<file path="src/rtl/pbk_pkg.sv">
// Shared definitions for the complementary PWM break stage.
package pbk_pkg;
    // Default width of the dead-time count in timer clocks.
    localparam int DT_W_DEF = 8;

    // Main/complementary pair as produced by the dead-time generator.
    typedef struct packed {
        logic main;
        logic comp;
    } pair_t;
endpackage

</file>
<file path="src/rtl/pbk_brk_sync.sv">
// Break qualifier and synchronizer.
// Applies the polarity and the enable to the raw pin, then passes the result
// through STAGES flops. Assumes STAGES >= 2. The outputs are the first stage
// (early), the last stage (sync) and the OR of all stages (any).
module pbk_brk_sync #(
    parameter int STAGES = 2
) (
    input  logic clk,
    input  logic rst_n,
    input  logic brk_i,
    input  logic brk_en,
    input  logic brk_pol,
    output logic brk_early,
    output logic brk_sync,
    output logic brk_any
);
    localparam int LAST = STAGES - 1;

    logic              act;
    logic [STAGES-1:0] chain;

    // Qualify the pin with its enable and active level.
    always_comb act = brk_en & (brk_i == brk_pol);

    // Shift the qualified break through the flop chain.
    always_ff @(posedge clk) begin
        if (!rst_n) begin
            chain <= '0;
        end else begin
            chain[0] <= act;
            for (int i = 1; i < STAGES; i++) begin
                chain[i] <= chain[i-1];
            end
        end
    end

    assign brk_early = chain[0];
    assign brk_sync  = chain[LAST];
    assign brk_any   = |chain;
endmodule

</file>
<file path="src/rtl/pbk_deadtime.sv">
// Dead-time generator.
// Registers the reference. Every change reloads a down-counter with the
// dead-time. Both outputs stay low while the counter is non-zero, so only
// rising edges are delayed. Assumes dt is stable or changes at will; a new
// value takes effect at the next reference change.
module pbk_deadtime
    import pbk_pkg::*;
#(
    parameter int DT_W = DT_W_DEF
) (
    input  logic            clk,
    input  logic            rst_n,
    input  logic            ref_i,
    input  logic [DT_W-1:0] dt,
    output pair_t           pwm
);
    logic            ref_q;
    logic [DT_W-1:0] cnt;
    logic            settled;

    // Track the reference and count the gap after each change.
    always_ff @(posedge clk) begin
        if (!rst_n) begin
            ref_q <= 1'b0;
            cnt   <= '0;
        end else begin
            ref_q <= ref_i;
            if (ref_i != ref_q) begin
                cnt <= dt;
            end else if (cnt != '0) begin
                cnt <= cnt - DT_W'(1);
            end
        end
    end

    // Drive the pair once the gap has elapsed.
    always_comb begin
        settled  = (cnt == '0);
        pwm.main = settled & ref_q;
        pwm.comp = settled & ~ref_q;
    end
endmodule

</file>
<file path="src/rtl/pbk_oe_ctrl.sv">
// Output-enable and break-flag control.
// Holds the global output-enable bit and the sticky break flag. The first
// sync stage locks output enable off. The last stage sets the flag. Any
// stage blocks a flag clear. Also reports the edge where output enable drops.
module pbk_oe_ctrl (
    input  logic clk,
    input  logic rst_n,
    input  logic brk_early,
    input  logic brk_sync,
    input  logic brk_any,
    input  logic sw_oe_set,
    input  logic sw_oe_clr,
    input  logic sw_flag_clr,
    input  logic auto_oe,
    input  logic ovf_i,
    output logic oe,
    output logic oe_fall,
    output logic flag
);
    logic oe_q;
    logic oe_next;

    // Resolve the output-enable request by priority.
    always_comb begin
        if (brk_early)              oe_next = 1'b0;
        else if (sw_oe_set)         oe_next = 1'b1;
        else if (sw_oe_clr)         oe_next = 1'b0;
        else if (auto_oe && ovf_i)  oe_next = 1'b1;
        else                        oe_next = oe_q;
    end

    // Register the output enable.
    always_ff @(posedge clk) begin
        if (!rst_n) oe_q <= 1'b0;
        else        oe_q <= oe_next;
    end

    // Set the flag on a synchronized break; clear it only once break is gone.
    always_ff @(posedge clk) begin
        if (!rst_n)                       flag <= 1'b0;
        else if (brk_sync)                flag <= 1'b1;
        else if (sw_flag_clr && !brk_any) flag <= 1'b0;
    end

    assign oe      = oe_q;
    assign oe_fall = oe_q & ~oe_next;


    oe_lock_chk: assert property (@(posedge clk) disable iff (!rst_n)
        brk_early |=> !oe);


    flag_set_chk: assert property (@(posedge clk) disable iff (!rst_n)
        brk_sync |=> flag);


    flag_hold_chk: assert property (@(posedge clk) disable iff (!rst_n)
        (flag && brk_any) |=> flag);


    auto_rearm_chk: assert property (@(posedge clk) disable iff (!rst_n)
        (auto_oe && ovf_i && !brk_early && !sw_oe_clr) |=> oe);
endmodule

</file>
<file path="src/rtl/pbk_out_stage.sv">
// Output multiplexer with off-state entry gap.
// While output enable is set, it passes the dead-time pair. When output enable
// drops, it holds both outputs low for the dead-time, then shows the idle
// levels. It also selects the drive enables for the on and off states.
module pbk_out_stage
    import pbk_pkg::*;
#(
    parameter int DT_W = DT_W_DEF
) (
    input  logic            clk,
    input  logic            rst_n,
    input  logic            oe,
    input  logic            oe_fall,
    input  logic [DT_W-1:0] dt,
    input  pair_t           pwm,
    input  logic            idle_main,
    input  logic            idle_comp,
    input  logic            ch_en,
    input  logic            chn_en,
    input  logic            keep_en,
    output logic            out_main,
    output logic            out_comp,
    output logic            oen_main,
    output logic            oen_comp
);
    logic [DT_W-1:0] icnt;

    // Count the low gap on entry to the off state.
    always_ff @(posedge clk) begin
        if (!rst_n) begin
            icnt <= '0;
        end else if (oe_fall) begin
            icnt <= dt;
        end else if (icnt != '0) begin
            icnt <= icnt - DT_W'(1);
        end
    end

    // Select output levels for the on, gap and idle states.
    always_comb begin
        if (oe) begin
            out_main = pwm.main;
            out_comp = pwm.comp;
        end else if (icnt != '0) begin
            out_main = 1'b0;
            out_comp = 1'b0;
        end else begin
            out_main = idle_main;
            out_comp = idle_comp;
        end
    end

    // Select the drive enables for the on state and the off state.
    always_comb begin
        if (oe) begin
            oen_main = ch_en;
            oen_comp = chn_en;
        end else if (keep_en) begin
            oen_main = ch_en | chn_en;
            oen_comp = ch_en | chn_en;
        end else begin
            oen_main = 1'b0;
            oen_comp = 1'b0;
        end
    end


    idle_gap_chk: assert property (@(posedge clk) disable iff (!rst_n)
        (oe_fall && dt != '0) |=> (!out_main && !out_comp));
endmodule

</file>
<file path="src/rtl/pwm_brk_stage.sv">
// Complementary PWM output stage with break handling (top).
// Connects the break synchronizer, the output-enable control, the dead-time
// generator and the output multiplexer. Assumes ovf_i is a one-cycle pulse
// and that the software request inputs are one-cycle write strobes.
module pwm_brk_stage
    import pbk_pkg::*;
#(
    parameter int DT_W        = DT_W_DEF,
    parameter int SYNC_STAGES = 2
) (
    input  logic            clk,
    input  logic            rst_n,
    input  logic            ref_i,
    input  logic            ovf_i,
    input  logic            brk_i,
    input  logic            brk_en,
    input  logic            brk_pol,
    input  logic [DT_W-1:0] dt_cnt,
    input  logic            idle_main,
    input  logic            idle_comp,
    input  logic            ch_en,
    input  logic            chn_en,
    input  logic            keep_en,
    input  logic            auto_oe,
    input  logic            brk_ie,
    input  logic            sw_oe_set,
    input  logic            sw_oe_clr,
    input  logic            sw_flag_clr,
    output logic            out_main,
    output logic            out_comp,
    output logic            oen_main,
    output logic            oen_comp,
    output logic            oe,
    output logic            brk_flag,
    output logic            irq
);
    logic  brk_early;
    logic  brk_sync;
    logic  brk_any;
    logic  oe_fall;
    pair_t pwm;

    pbk_brk_sync #(.STAGES(SYNC_STAGES)) u_sync (
        .clk       (clk),
        .rst_n     (rst_n),
        .brk_i     (brk_i),
        .brk_en    (brk_en),
        .brk_pol   (brk_pol),
        .brk_early (brk_early),
        .brk_sync  (brk_sync),
        .brk_any   (brk_any)
    );

    pbk_oe_ctrl u_ctrl (
        .clk         (clk),
        .rst_n       (rst_n),
        .brk_early   (brk_early),
        .brk_sync    (brk_sync),
        .brk_any     (brk_any),
        .sw_oe_set   (sw_oe_set),
        .sw_oe_clr   (sw_oe_clr),
        .sw_flag_clr (sw_flag_clr),
        .auto_oe     (auto_oe),
        .ovf_i       (ovf_i),
        .oe          (oe),
        .oe_fall     (oe_fall),
        .flag        (brk_flag)
    );

    pbk_deadtime #(.DT_W(DT_W)) u_dt (
        .clk   (clk),
        .rst_n (rst_n),
        .ref_i (ref_i),
        .dt    (dt_cnt),
        .pwm   (pwm)
    );

    pbk_out_stage #(.DT_W(DT_W)) u_out (
        .clk       (clk),
        .rst_n     (rst_n),
        .oe        (oe),
        .oe_fall   (oe_fall),
        .dt        (dt_cnt),
        .pwm       (pwm),
        .idle_main (idle_main),
        .idle_comp (idle_comp),
        .ch_en     (ch_en),
        .chn_en    (chn_en),
        .keep_en   (keep_en),
        .out_main  (out_main),
        .out_comp  (out_comp),
        .oen_main  (oen_main),
        .oen_comp  (oen_comp)
    );

    // Level interrupt request from the flag and its enable.
    assign irq = brk_flag & brk_ie;


    no_overlap_chk: assert property (@(posedge clk) disable iff (!rst_n)
        oe |-> !(out_main && out_comp));
endmodule

</file>
<file path="config.mk">
export PLATFORM = sky130hd
export DESIGN_NAME = pwm_brk_stage
export DESIGN_NICKNAME = d
export VERILOG_FILES = /design/src/rtl/pbk_pkg.sv /design/src/rtl/pbk_brk_sync.sv /design/src/rtl/pbk_deadtime.sv /design/src/rtl/pbk_oe_ctrl.sv /design/src/rtl/pbk_out_stage.sv /design/src/rtl/pwm_brk_stage.sv
export SDC_FILE = /design/constraint.sdc
export NUM_CORES = 1
export LEC_CHECK = 0
export BUFFER_PORTS_ARGS = -buffer_cell sky130_fd_sc_hd__buf_4
export CORE_MARGIN = 2
export CORE_UTILIZATION = 40
export DETAILED_ROUTE_END_ITERATION = 7
export GPL_ROUTABILITY_DRIVEN = 0
export GPL_TIMING_DRIVEN = 1
export PLACE_DENSITY = 0.67
export SYNTH_ARGS = -nofsm -noshare
export SYNTH_HDL_FRONTEND = slang
export SYNTH_SLANG_ARGS = --single-unit
</file>
<file path="constraint.sdc">
create_clock -name clk -period 4.7 [get_ports clk]
set_input_delay 0.705 -clock clk [delete_from_list [all_inputs] [get_ports clk]]
set_output_delay 0.705 -clock clk [all_outputs]
set_load 0.1 [all_outputs]
</file>
==> results.yml <==
power_and_ir_drop:
  worst_ir_drop_vdd_uv: 343
  power_density_nw_per_um2: 513
  p_leak_nw: 0.609
placed_design:
  dp_cells: 201
  place_area_um2: 1430
  portBuffers: 31
  dp_hpwl_um: 2150
clocking:
  clkLatencyLatePin_ps: 300
  cts_buffers: 3
  clk_path_buf_depth: 2
  clock_sinks: 21
  cts_root_buffer: "clkbuf_4"
  htree_levels: 1
  cts_tree: "done"
  clkTransAtPathRegs_ps: 120
  post_cts_resized: 0
  postCtsSetupRepairBufs: 0
  cts_hold_buf: 0
routing:
  wl_per_cell_um: 13.3
  first_pass_iters: 4
  dr_total_vias: 1099
  finalWirelength_um: 2730
  drc: 0
  drtAntennaViolNets: 0
  drtIter0Drc: 40
  viasPerCell: 5.36
synth:
  netlist_area_um2: 1170
  syn-num-nets: 172
  ys_seq_area_frac: 0.360
  ys_ff_latch: 21
  yosys_warnings: 0
  syn_area_per_cell_um2: 8.17
  ys_types: 39
  syn_inst: 143
floorplan:
  die_y_um: 58.1
  start_util: 0.424
  die_w_um: 58.1
  dieArea_um2: 3370
  core_um2: 2760
  rows: 19
  ioPinCount: 32
worst_setup_path:
  end_kind: "output pin"
  crit_required_ps: 3990
  crit_fanout: 5
  crit_slowest_cell: "or4_4"
  startpoint_type: "flip-flop"
  slowest_delay_ps: 570
  crit_chain: "or4_4 -> nor3_1 -> nand2_1 -> o21ai_0 -> buf_4"
  crit_arrival_ps: 2220
  crit_type: "reg -> out"
  regToRegSetupSlack_ps: 2900
  reg2reg_depth: 4
global_route:
  grt_pass1_vias: 1073
  grtUsageMet1: 0.210
  grtUsageMet2: 0.323
  gr-max-usage-layer: "met2"
  grt.total_usage: 0.179
  grtUsageMet3: 0.0402
  grt_max_degree: 27
  overflow: 0
  grt_pass1_wl_um: 4710
  antenna_found_initial: 0
cells_and_area:
  drive_above_1_share: 0.236
  stdcell_count: 205
  final_area_um2: 1460
  fillers: 256
  seq_area_um2: 420
  nets: 204
  diodes: 0
  multi_input_area_um2: 703
  areaGrowthSynthToFinish_pct: 24.6
run_status:
  status: "finished clean"
sta:
  tns_ps: 0
  slew_violations: 0
  finalSetupViolCount: 0
  clock_skew_ps: 1.71
  rsz0062_at_grt: "no"
  whs_ps: 478
  min_period_over_period: 0.622
  tightest_slew_ps: 714
  finalHoldViolCount: 0
  fmaxAchievable_mhz: 342
  fin_crit_ps: 2930
  relSlewSlack: 0.520
hold_path:
  hold_path.class: "reg -> reg"
  holdPathStages: 2
job:
  maxCapViolations: 0
==> final timing paths <==
check                        startpoint                          to
max          u_out.icnt[3]$_SDFFE_PN0P_                    out_main
min          u_sync.chain[1]$_SDFF_PN0_    u_ctrl.flag$_SDFFE_PN0P_
max reg2reg  u_out.icnt[3]$_SDFFE_PN0P_  u_out.icnt[1]$_SDFFE_PN0P_
min reg2reg  u_sync.chain[1]$_SDFF_PN0_    u_ctrl.flag$_SDFFE_PN0P_
==> cell usage after synthesis (all sizes together) <==
cell type	instances	share of area
a211o	2	0.015
a21boi	3	0.022
a21oi	8	0.034
a31oi	3	0.016
and2	4	0.021
and2b	1	0.0075
and3	1	0.0054
clkbuf	5	0.016
dfxtp	21	0.36
ha	4	0.043
inv	7	0.022
mux2	1	0.0096
mux2i	1	0.0086
nand2	15	0.048
nand2b	2	0.011
nand3	8	0.034
nand3b	1	0.0064
nand4	2	0.011
nand4b	1	0.0075
nor2	8	0.026
nor2b	3	0.016
nor3	3	0.013
nor3b	4	0.026
nor4	2	0.011
nor4b	1	0.0075
o211ai	1	0.0064
o21a	1	0.0064
o21ai	10	0.043
o221ai	2	0.015
o22ai	2	0.011
o31ai	1	0.0064
o32ai	2	0.015
or3	2	0.015
or4	1	0.0096
xnor2	6	0.045
xor2	4	0.030
==> state kept, by name (all words and copies together) (netlist names) <==
| register | flops |
|---|---|
| u_dt.cnt | 8 |
| u_ctrl.flag | 1 |
| u_ctrl.oe | 1 |
| u_sync.chain | 2 |
| u_dt.ref_q | 1 |
| u_out.icnt | 8 |
==> critical path, delay by kind of cell, from the launching register on <==
kind | cells | cell delay, ps
AOI/OAI and AO/OA | 1 | 160
buffers and inverters | 1 | 310
DFF | 1 | 360
and+or+nand+nor | 3 | 1080
==> layout by cell type (no fill, tap or decap), drive strengths merged <==
| cell type | synthesis | layout |
|---|---|---|
| nor4 | 2 | 2 |
| nor4b | 1 | 1 |
| o221ai | 2 | 2 |
| a211o | 2 | 2 |
| nand3b | 1 | 1 |
| o22ai | 2 | 2 |
| nand2b | 2 | 2 |
| nor3 | 3 | 3 |
| nor2 | 8 | 8 |
| xnor2 | 6 | 6 |
| nand4 | 2 | 2 |
| buf | 0 | 32 |
| a31oi | 3 | 3 |
| clkbuf | 5 | 3 |
| nand4b | 1 | 1 |
| nor3b | 4 | 4 |
| and3 | 1 | 1 |
| a21boi | 3 | 3 |
| o211ai | 1 | 1 |
| nor2b | 3 | 3 |
| o21a | 1 | 1 |
| or3 | 2 | 2 |
| mux2 | 1 | 1 |
| o21ai | 10 | 10 |
| and2 | 4 | 4 |
| nand3 | 8 | 8 |
| or4 | 1 | 1 |
| and2b | 1 | 1 |
| ha | 4 | 4 |
| dfxtp | 21 | 21 |
| o32ai | 2 | 2 |
| clkinv | 0 | 1 |
| a21oi | 8 | 8 |
| nand2 | 15 | 15 |
| xor2 | 4 | 4 |
| mux2i | 1 | 1 |
| o31ai | 1 | 1 |
| inv | 7 | 7 |
==> power breakdown <==
group / internal, mW / leakage, nW / switching, mW
Combinational: 0.176 / 0.417 / 0.220
Sequential: 0.221 / 0.174 / 0.0430
Clock: 0.0318 / 0.0177 / 0.0556
==> per-stage QoR <==
step,setup WS [ps],power [mW],utilization
2_1_floorplan,410,0.573,-
3_3_place_gp,2140,0.647,0.518
3_5_place_dp,2120,0.660,0.518
4_1_cts,1760,0.749,0.528
5_1_grt,1600,0.802,0.528
6_report,1770,0.747,0.528
==> area by class of cell <==
type                            count  area share
Multi-Input combinational cell    110       0.483
Clock inverter                      1     0.00344
Clock buffer                        3      0.0155
Tap cell                           31      0.0266
Sequential cell                    21       0.289
Timing Repair Buffer               32       0.165
Inverter                            7      0.0180
==> layer usage <==
layer	up-vias	share of wire
li1	575	-
met1	510	0.43
met2	12	0.53
met3	2	0.027
met4	0	0.0062
met5	-	0
==> cell families after synthesis <==
logic type | share of synthesized area
buffers and inverters | 0.0385
and+or+nand+nor | 0.275
muxes | 0.0182
DFF | 0.360
adders and majority gates | 0.0428
AOI/OAI and AO/OA | 0.191
xor gates and xnor gates | 0.0749
Note: power is estimated with default switching activity, not from simulation.
